## src/rtl/blkxfer_pkg.sv

```systemverilog
package blkxfer_pkg;

  typedef enum logic [1:0] {
    SQ_IDLE = 2'd0,
    SQ_RUN  = 2'd1,
    SQ_FIN  = 2'd2
  } seq_state_e;

  // Resolved walking mode: direction and step timing
  typedef struct packed {
    logic up;
    logic pre;
  } walk_mode_t;

endpackage

```

## src/rtl/blkxfer_mode_decode.sv

```systemverilog
module blkxfer_mode_decode
  import blkxfer_pkg::*;
(
  input  logic       stack_mode_i,
  input  logic       stk_full_i,
  input  logic       stk_asc_i,
  input  logic       is_load_i,
  input  logic       dir_up_i,
  input  logic       step_pre_i,
  output walk_mode_t mode_o
);

  walk_mode_t stk_mode;

  // Stores grow the stack in its own direction; loads undo that exactly.
  always_comb begin
    stk_mode.up  = stk_asc_i  ^ is_load_i;
    stk_mode.pre = stk_full_i ^ is_load_i;
  end

  always_comb begin
    if (stack_mode_i) begin
      mode_o = stk_mode;
    end else begin
      mode_o.up  = dir_up_i;
      mode_o.pre = step_pre_i;
    end
  end

endmodule

```

## src/rtl/blkxfer_popcount.sv

```systemverilog
module blkxfer_popcount #(
  parameter int W  = 16,
  parameter int CW = $clog2(W + 1)
) (
  input  logic [W-1:0]  vec_i,
  output logic [CW-1:0] cnt_o
);

  always_comb begin
    cnt_o = '0;
    for (int i = 0; i < W; i++) begin
      cnt_o = cnt_o + CW'(vec_i[i]);
    end
  end

endmodule

```

## src/rtl/blkxfer_lowbit.sv

```systemverilog
module blkxfer_lowbit #(
  parameter int W  = 16,
  parameter int IW = $clog2(W)
) (
  input  logic [W-1:0]  vec_i,
  output logic [IW-1:0] idx_o
);

  logic [W-1:0] iso;

  // Isolate the lowest set bit, then OR-encode its position
  assign iso = vec_i & (~vec_i + W'(1));

  for (genvar b = 0; b < IW; b++) begin : g_enc
    logic [W-1:0] sel;
    for (genvar i = 0; i < W; i++) begin : g_sel
      assign sel[i] = iso[i] & ((i >> b) & 1) == 1;
    end
    assign idx_o[b] = |sel;
  end

endmodule

```

## src/rtl/blkxfer_addr_seq.sv

```systemverilog
module blkxfer_addr_seq
  import blkxfer_pkg::*;
#(
  parameter int ADDR_W = 32,
  parameter int NREG   = 16
) (
  input  logic                    clk,
  input  logic                    rst_n,
  input  logic                    start_i,
  input  logic [ADDR_W-1:0]       base_i,
  input  logic [NREG-1:0]         mask_i,
  input  logic                    stack_mode_i,
  input  logic                    stk_full_i,
  input  logic                    stk_asc_i,
  input  logic                    is_load_i,
  input  logic                    dir_up_i,
  input  logic                    step_pre_i,
  input  logic                    wb_en_i,
  output logic                    xfer_valid_o,
  output logic [$clog2(NREG)-1:0] xfer_idx_o,
  output logic [ADDR_W-1:0]       xfer_addr_o,
  output logic                    done_o,
  output logic [ADDR_W-1:0]       wb_base_o
);

  localparam int IDX_W = $clog2(NREG);
  localparam int CNT_W = $clog2(NREG + 1);
  localparam int WA_W  = ADDR_W - 2;

  walk_mode_t         mode;
  logic [CNT_W-1:0]   sel_cnt;
  logic [IDX_W-1:0]   low_idx;

  seq_state_e         state_q, state_d;
  logic [NREG-1:0]    rem_q, rem_d;
  logic [WA_W-1:0]    addr_q, addr_d;
  logic [ADDR_W-1:0]  wb_q, wb_d;
  logic               rem_en, addr_en, wb_en;

  logic [WA_W-1:0]    base_w, cnt_w, first_w;
  logic [ADDR_W-1:0]  span_b, wb_calc;

  blkxfer_mode_decode u_mode (
    .stack_mode_i (stack_mode_i),
    .stk_full_i   (stk_full_i),
    .stk_asc_i    (stk_asc_i),
    .is_load_i    (is_load_i),
    .dir_up_i     (dir_up_i),
    .step_pre_i   (step_pre_i),
    .mode_o       (mode)
  );

  blkxfer_popcount #(.W(NREG), .CW(CNT_W)) u_cnt (
    .vec_i (mask_i),
    .cnt_o (sel_cnt)
  );

  blkxfer_lowbit #(.W(NREG), .IW(IDX_W)) u_low (
    .vec_i (rem_q),
    .idx_o (low_idx)
  );

  // Start address and writeback value, in words and bytes
  always_comb begin
    base_w = base_i[ADDR_W-1:2];
    cnt_w  = WA_W'(sel_cnt);
    span_b = ADDR_W'(sel_cnt) << 2;
    unique case ({mode.up, mode.pre})
      2'b10:   first_w = base_w;
      2'b11:   first_w = base_w + WA_W'(1);
      2'b01:   first_w = base_w - cnt_w;
      default: first_w = base_w - cnt_w + WA_W'(1);
    endcase
    if (!wb_en_i)     wb_calc = base_i;
    else if (mode.up) wb_calc = base_i + span_b;
    else              wb_calc = base_i - span_b;
  end

  // Next-state logic
  always_comb begin
    state_d = state_q;
    rem_d   = rem_q;
    addr_d  = addr_q;
    wb_d    = wb_q;
    rem_en  = 1'b0;
    addr_en = 1'b0;
    wb_en   = 1'b0;
    unique case (state_q)
      SQ_IDLE: begin
        if (start_i) begin
          rem_d   = mask_i;
          addr_d  = first_w;
          wb_d    = wb_calc;
          rem_en  = 1'b1;
          addr_en = 1'b1;
          wb_en   = 1'b1;
          state_d = (|mask_i) ? SQ_RUN : SQ_FIN;
        end
      end
      SQ_RUN: begin
        rem_d   = rem_q & (rem_q - NREG'(1));
        addr_d  = addr_q + WA_W'(1);
        rem_en  = 1'b1;
        addr_en = 1'b1;
        if (rem_d == '0) state_d = SQ_FIN;
      end
      SQ_FIN:  state_d = SQ_IDLE;
      default: state_d = SQ_IDLE;
    endcase
  end

  // Registers
  always_ff @(posedge clk or negedge rst_n) begin
    if (!rst_n) begin
      state_q <= SQ_IDLE;
      rem_q   <= '0;
      addr_q  <= '0;
      wb_q    <= '0;
    end else begin
      state_q <= state_d;
      if (rem_en)  rem_q  <= rem_d;
      if (addr_en) addr_q <= addr_d;
      if (wb_en)   wb_q   <= wb_d;
    end
  end

  assign xfer_valid_o = (state_q == SQ_RUN);
  assign xfer_idx_o   = low_idx;
  assign xfer_addr_o  = {addr_q, 2'b00};
  assign done_o       = (state_q == SQ_FIN);
  assign wb_base_o    = wb_q;

endmodule

```

## config.mk

```make
export PLATFORM = sky130hd
export DESIGN_NAME = blkxfer_addr_seq
export DESIGN_NICKNAME = d
export VERILOG_FILES = /design/src/rtl/blkxfer_pkg.sv /design/src/rtl/blkxfer_mode_decode.sv /design/src/rtl/blkxfer_popcount.sv /design/src/rtl/blkxfer_lowbit.sv /design/src/rtl/blkxfer_addr_seq.sv
export SDC_FILE = /design/constraint.sdc
export NUM_CORES = 1
export LEC_CHECK = 0
export BUFFER_PORTS_ARGS = -buffer_cell sky130_fd_sc_hd__clkbuf_2
export CORE_ASPECT_RATIO = 1.1
export CORE_MARGIN = 2
export CORE_UTILIZATION = 40
export DETAILED_ROUTE_END_ITERATION = 8
export GPL_ROUTABILITY_DRIVEN = 0
export GPL_TIMING_DRIVEN = 1
export HOLD_SLACK_MARGIN = 0.03
export SYNTH_ARGS = -nofsm -noshare
export SYNTH_HDL_FRONTEND = slang
export SYNTH_SLANG_ARGS = --single-unit
```

## constraint.sdc

```tcl
create_clock -name clk -period 3.6 [get_ports clk]
set_input_delay 0.72 -clock clk [delete_from_list [all_inputs] [get_ports clk]]
set_output_delay 0.72 -clock clk [all_outputs]
set_load 0.01 [all_outputs]
```

# After elaboration in Yosys (flattened, before gate mapping)
# Index checks and enable logic that the tools add are counted.
# op_classes
bitwise	5
addsub	23
n_mul	0
shift	0
n_div	0
n_reduce_logical	11
mux	15
n_lt_le_gt_ge	0
n_eq_ne	7
# ops
op	count
adder 30 x 1 -> 30 bit (second input constant)	3
case mux 30 bit (3 select lines)	1
adder 5 x 1 -> 5 bit	14
2-to-1 mux 32 bit	2
case mux 30 bit (2 select lines)	1
adder 32 x 7 -> 32 bit	1
AND 16 bit	2
case mux 16 bit (2 select lines)	1
OR reduction 8 bit	4
subtractor 32 x 7 -> 32 bit	1
2-to-1 mux 30 bit	1
subtractor 30 x 5 -> 30 bit	1
adder 16 x 1 -> 16 bit (second input constant)	1
zero test 16 bit	1
2-to-1 mux 16 bit	1
NOT 16 bit	1
OR reduction 16 bit	1
subtractor 16 x 1 -> 16 bit (second input constant)	1
2-to-1 mux 2 bit	4
equality test 2 bit (second input constant)	3
AND reduction 3 bit	2
equality test 2 x 1 -> 1 bit (second input constant)	2
case mux 2 bit (2 select lines)	1
adder 1 x 1 -> 2 bit	1
8 further kinds	10
# word_totals
n_memories	0
input_bits	58
latch_bits	0
ff_bits	80
rom_bits	0
elab_cells	65
out_inout_bits	70
ram_bits	0

# Longest topological paths before layout
# depth
depth_word	20
mapped_depth	27
ltp_nobuf	26

# Modules after synthesis
# Synthesis repeated with hierarchy kept, for this count alone.
# unflattened
hier_cells	1153
area_unflattened_um2	8506.9
# by_module_without_submodules
module	area_per_inst_um2	n_inst	seq_area_each_um2	cells_each
blkxfer_addr_seq	7842.5	1	2001.9	1071
blkxfer_popcount	407.9	1	0.0	47
blkxfer_lowbit	221.5	1	0.0	29
blkxfer_mode_decode	35.0	1	0.0	6

# Worst setup path after synthesis
# No wires, ideal clock.
# synth_path
path_type	input to register
from	input mask_i[0]
to	register addr_q[20]
slack_ns	-3.400
required_time_ns	3.474
setup_time_ns	0.126
path_buffers	1
t_arrival_ns	6.874
path_stages	21
path_cell_list	inv_1 > ha_1 > inv_1 > fa_1 > fa_1 > fa_1 > fa_1 > fa_1 > fa_1 > inv_1 > fa_1 > or2_1 > a211oi_2 > buf_2 > o21ai_0 > a222oi_1 > or4b_4 > nor3b_2 > nand3b_1 > xnor2_1 > a221o_1
# synth_via
elab_chain_len	20
# synth_rtl
item	line	text
from (decl)	blkxfer_addr_seq.sv:11	input logic [NREG-1:0] mask_i,
adder 1 x 1 -> 2 bit (*)	blkxfer_popcount.sv:12	cnt_o = cnt_o + CW'(vec_i[i]);
adder 5 x 1 -> 5 bit (*) (14 in a row)	blkxfer_popcount.sv:12	
subtractor 30 x 5 -> 30 bit (*)	blkxfer_addr_seq.sv:71, blkxfer_addr_seq.sv:72	
adder 30 x 1 -> 30 bit	blkxfer_addr_seq.sv:72	default: first_w = base_w - cnt_w + WA_W'(1);
case mux 30 bit (3 select lines) (*)	blkxfer_addr_seq.sv:68	unique case ({mode.up, mode.pre})
2-to-1 mux 30 bit (*)	blkxfer_addr_seq.sv:90	if (start_i) begin
case mux 30 bit (2 select lines) (*)	blkxfer_addr_seq.sv:88	unique case (state_q)
to (signal assigned)	blkxfer_addr_seq.sv:122	if (addr_en) addr_q <= addr_d;
to (decl)	blkxfer_addr_seq.sv:36	logic [WA_W-1:0] addr_q, addr_d;
# Mark *: on every way between the ends. The rest lies on a longest branch, timed or not. The select of a mux whose other input is x is not followed.
# A chain may end at the register's enable or synchronous reset.

# Final worst setup path
# Same ends and word-level chain as after synthesis.

==> impl_metrics.yaml <==
run_status:
  status: "complete, but fails checks"
  violations: "setup timing"
timing:
  finalHoldViolCount: 0
  fin_ws_ns: -3.09
  setup_viol: 60
  rsz0062_at_grt: "yes"
  worst_pin_slew_ns: 1.07
  timing.final.crit_share_pct: 186
  whs_ns: 0.481
  period_needed_ns: 6.69
  fmax_mhz: 150
  slew_headroom_pct: 28.5
  fin_skew_ns: 0.0116
  slew_viol_final: 0
logic_synthesis:
  syn_inst: 1123
  yosysWarnings: 0
  synth.most_common_cell: "nand2_1"
  netlist_top_cells_area: "dfrtp_1, o21ai_0, xnor2_1, nand2_1, a21oi_1"
  netlist_area_mm2: 0.00825
  yosysTopAreaCell: "dfrtp_1"
  synth_seq_cells: 80
  ys.flop_type: "dfrtp_1"
  synth-seq-area-share_pct: 24.3
  synth_edf_count: 0
  synthTopCellsByCount: "nand2_1, o21ai_0, nor2_1"
  synthArstFlopShare_pct: 100
  synth.distinct_cells: 81
  synth_top_area_share_pct: 24.3
  synth.avg_cell_area_um2: 7.34
route:
  routed.top_layer: "met4"
  drt-total-wl_mm: 31.4
  drt-met1-wl_mm: 14.3
  post_drt_via_cell_ratio: 5.80
  wl_met2_mm: 14.1
  firstDrtPassIters: 7
  avgRoutedWirePerCell_um: 18.8
  wl_met3_mm: 2.13
  drc: 0
  first_iter_violations: 1019
  vias: 9704
  drtAntennaViolNets: 0
global_routing:
  antenna_found_initial: 0
  grt_pass1_wl_mm: 48.9
  grt_max_degree: 81
  groute.usage.overall_pct: 28.1
  grt_pass1_vias: 9119
  grt_overflow: 0
clock_network:
  cts_max_path_buffers: 2
  numCtsBuffers: 9
  clock_latency_ns: 0.36
  clock_sinks: 80
  cts_tree: "yes"
  clk_pin_slew_ns: 0.07
  cts_root_buffer: "clkbuf_16"
  cts-htree-levels: 3
placed_design:
  portBuffers: 125
  hpwl_mm: 23.1
layout:
  area_growth_pct: 43.9
  diodes: 0
  final_nets: 1504
  drive_gt1_share_pct: 36.9
run:
  maxCapViolCount: 0
power_and_ir_drop:
  p_leak_nw: 5.16
  ir_drop_v: 0.000446
  power_mw: 9.08
  power.density_mw_per_mm2: 766
die:
  die_y_um: 155
  core-area_mm2: 0.0204
  die_width_um: 141
  start_util_pct: 40.5
  num_rows: 55
  num_io_pins: 128
  die-area_mm2: 0.0218
worst_setup_path:
  crit_type: "input port to register"
  crit_path_end_kind: "register"
  crit_fanout: 5
  required_ns: 3.84
  arrival_ns: 6.93
  startpoint_type: "input port"
worst_hold_path:
  hp-class: "register to register"
-- where the power goes --
part / switching, mW / internal [mW]
logic: 3.32 / 3.00
clock network: 0.447 / 0.497
registers: 0.485 / 1.33
total: 4.26 / 4.83
-- cells by family after synthesis --
family / after synthesis / share of synthesized area [%]
muxes: 13 / 1.61
AOI/OAI and AO/OA: 337 / 25.1
xor gates and xnor gates: 85 / 9.03
buffers and inverters: 131 / 6.30
and+or+nand+nor: 439 / 27.0
other: 1 / 0.0455
adders and majority gates: 37 / 6.65
DFF: 80 / 24.3
-- sequential cells by signal (all words and copies together), names as in the netlist --
| register | cells |
|---|---|
| addr_q | 30 |
| rem_q | 16 |
| state_q | 2 |
| wb_base_o | 32 |
-- worst max-delay path: stages --
cell       delay (ns)
clkbuf_16        0.12
inv_12           0.03
ha_4             0.25
inv_2            0.03
fa_1             0.48
fa_1             0.43
fa_1             0.54
fa_1             0.43
fa_2             0.38
fa_2             0.55
inv_2            0.06
ha_4             0.21
or2_4            0.24
a2111oi_4        0.48
o31ai_2          0.13
a222oi_1         0.40
or4b_4           0.60
nor3b_4          0.21
nand3b_1         0.11
xnor2_1          0.14
a221o_1          0.35
-- layout make-up --
class	instances	area, um2
inverter	57	231
tap	256	320
clock buffer	10	239
sequential	80	2000
timing repair buffer	350	2500
multi-input combinational	913	6520
clock inverter	6	52.6
fill	1858	8510
-- cells in the final DEF (no fill, tap or decap), drive strengths merged, types with 4 or more instances in the layout --
master / netlist / final
clkbuf: 61 / 134
o21ai: 125 / 125
fa: 12 / 12
o21bai: 4 / 4
a31oi: 11 / 11
nor4: 27 / 27
and4: 6 / 6
a21o: 16 / 16
o31ai: 11 / 11
nor2: 99 / 99
nor2b: 7 / 7
inv: 57 / 59
nor3: 40 / 40
nand2b: 6 / 6
mux2i: 11 / 11
or2: 13 / 13
buf: 13 / 226
xor2: 29 / 29
a211oi: 6 / 6
o22ai: 17 / 17
or3: 19 / 19
a22o: 4 / 4
ha: 23 / 23
dfrtp: 80 / 80
xnor2: 56 / 56
nand2: 131 / 131
and3: 15 / 15
nand4: 23 / 23
a21oi: 82 / 82
o221ai: 5 / 5
or4: 9 / 9
a221oi: 4 / 4
a22oi: 12 / 12
nand3: 27 / 27
o211ai: 10 / 10
and2: 6 / 6
-- routing by layer --
metal / vias to the layer above / track usage [%]
met5: - / 0
met4: 0 / 9.10
met3: 75 / 4.55
met2: 436 / 43.2
met1: 4584 / 40.5
li1: 4609 / -
-- worst paths after layout --
check	start	to	slack [ns]	cells after the start
min	wb_base_o[0]	wb_base_o[0]	0.48	2
max reg2reg	state_q[0]	addr_q[19]	0.75	6
min in group asynchronous	rst_n	rem_q[13]	0.55	1
min reg2reg	wb_base_o[0]	wb_base_o[0]	0.48	2
max	mask_i[0]	addr_q[20]	-3.09	21
max in group asynchronous	rst_n	wb_base_o[17]	2.35	1
-- stage by stage --
step | setup TNS [ns] | cell area, um2 | instances | setup WS (ns) | utilization [%]
6_report | -146.77 | 11900 | 1672 | -3.09 | 58.2
5_1_grt | -158.28 | 11900 | 1672 | -3.34 | 58.2
4_1_cts | -145.71 | 11500 | 1659 | -3.17 | 56.6
3_5_place_dp | -183.55 | 10500 | 1621 | -3.81 | 51.4
3_3_place_gp | -177.85 | 10500 | 1621 | -3.65 | 51.4
2_1_floorplan | -141.65 | 8390 | 1124 | -3.23 | -
-- what timing repair did --
action / in CTS / in global routing
hold buffers: 0 / 0
setup endpoints to repair: 60 / 60
pin swaps: 88 / 59
endpoints found under the hold margin: 0 / 0
resized for setup: 164 / 61
buffers inserted: 28 / 15
No activity file was read; power rests on OpenSTA's default activity.
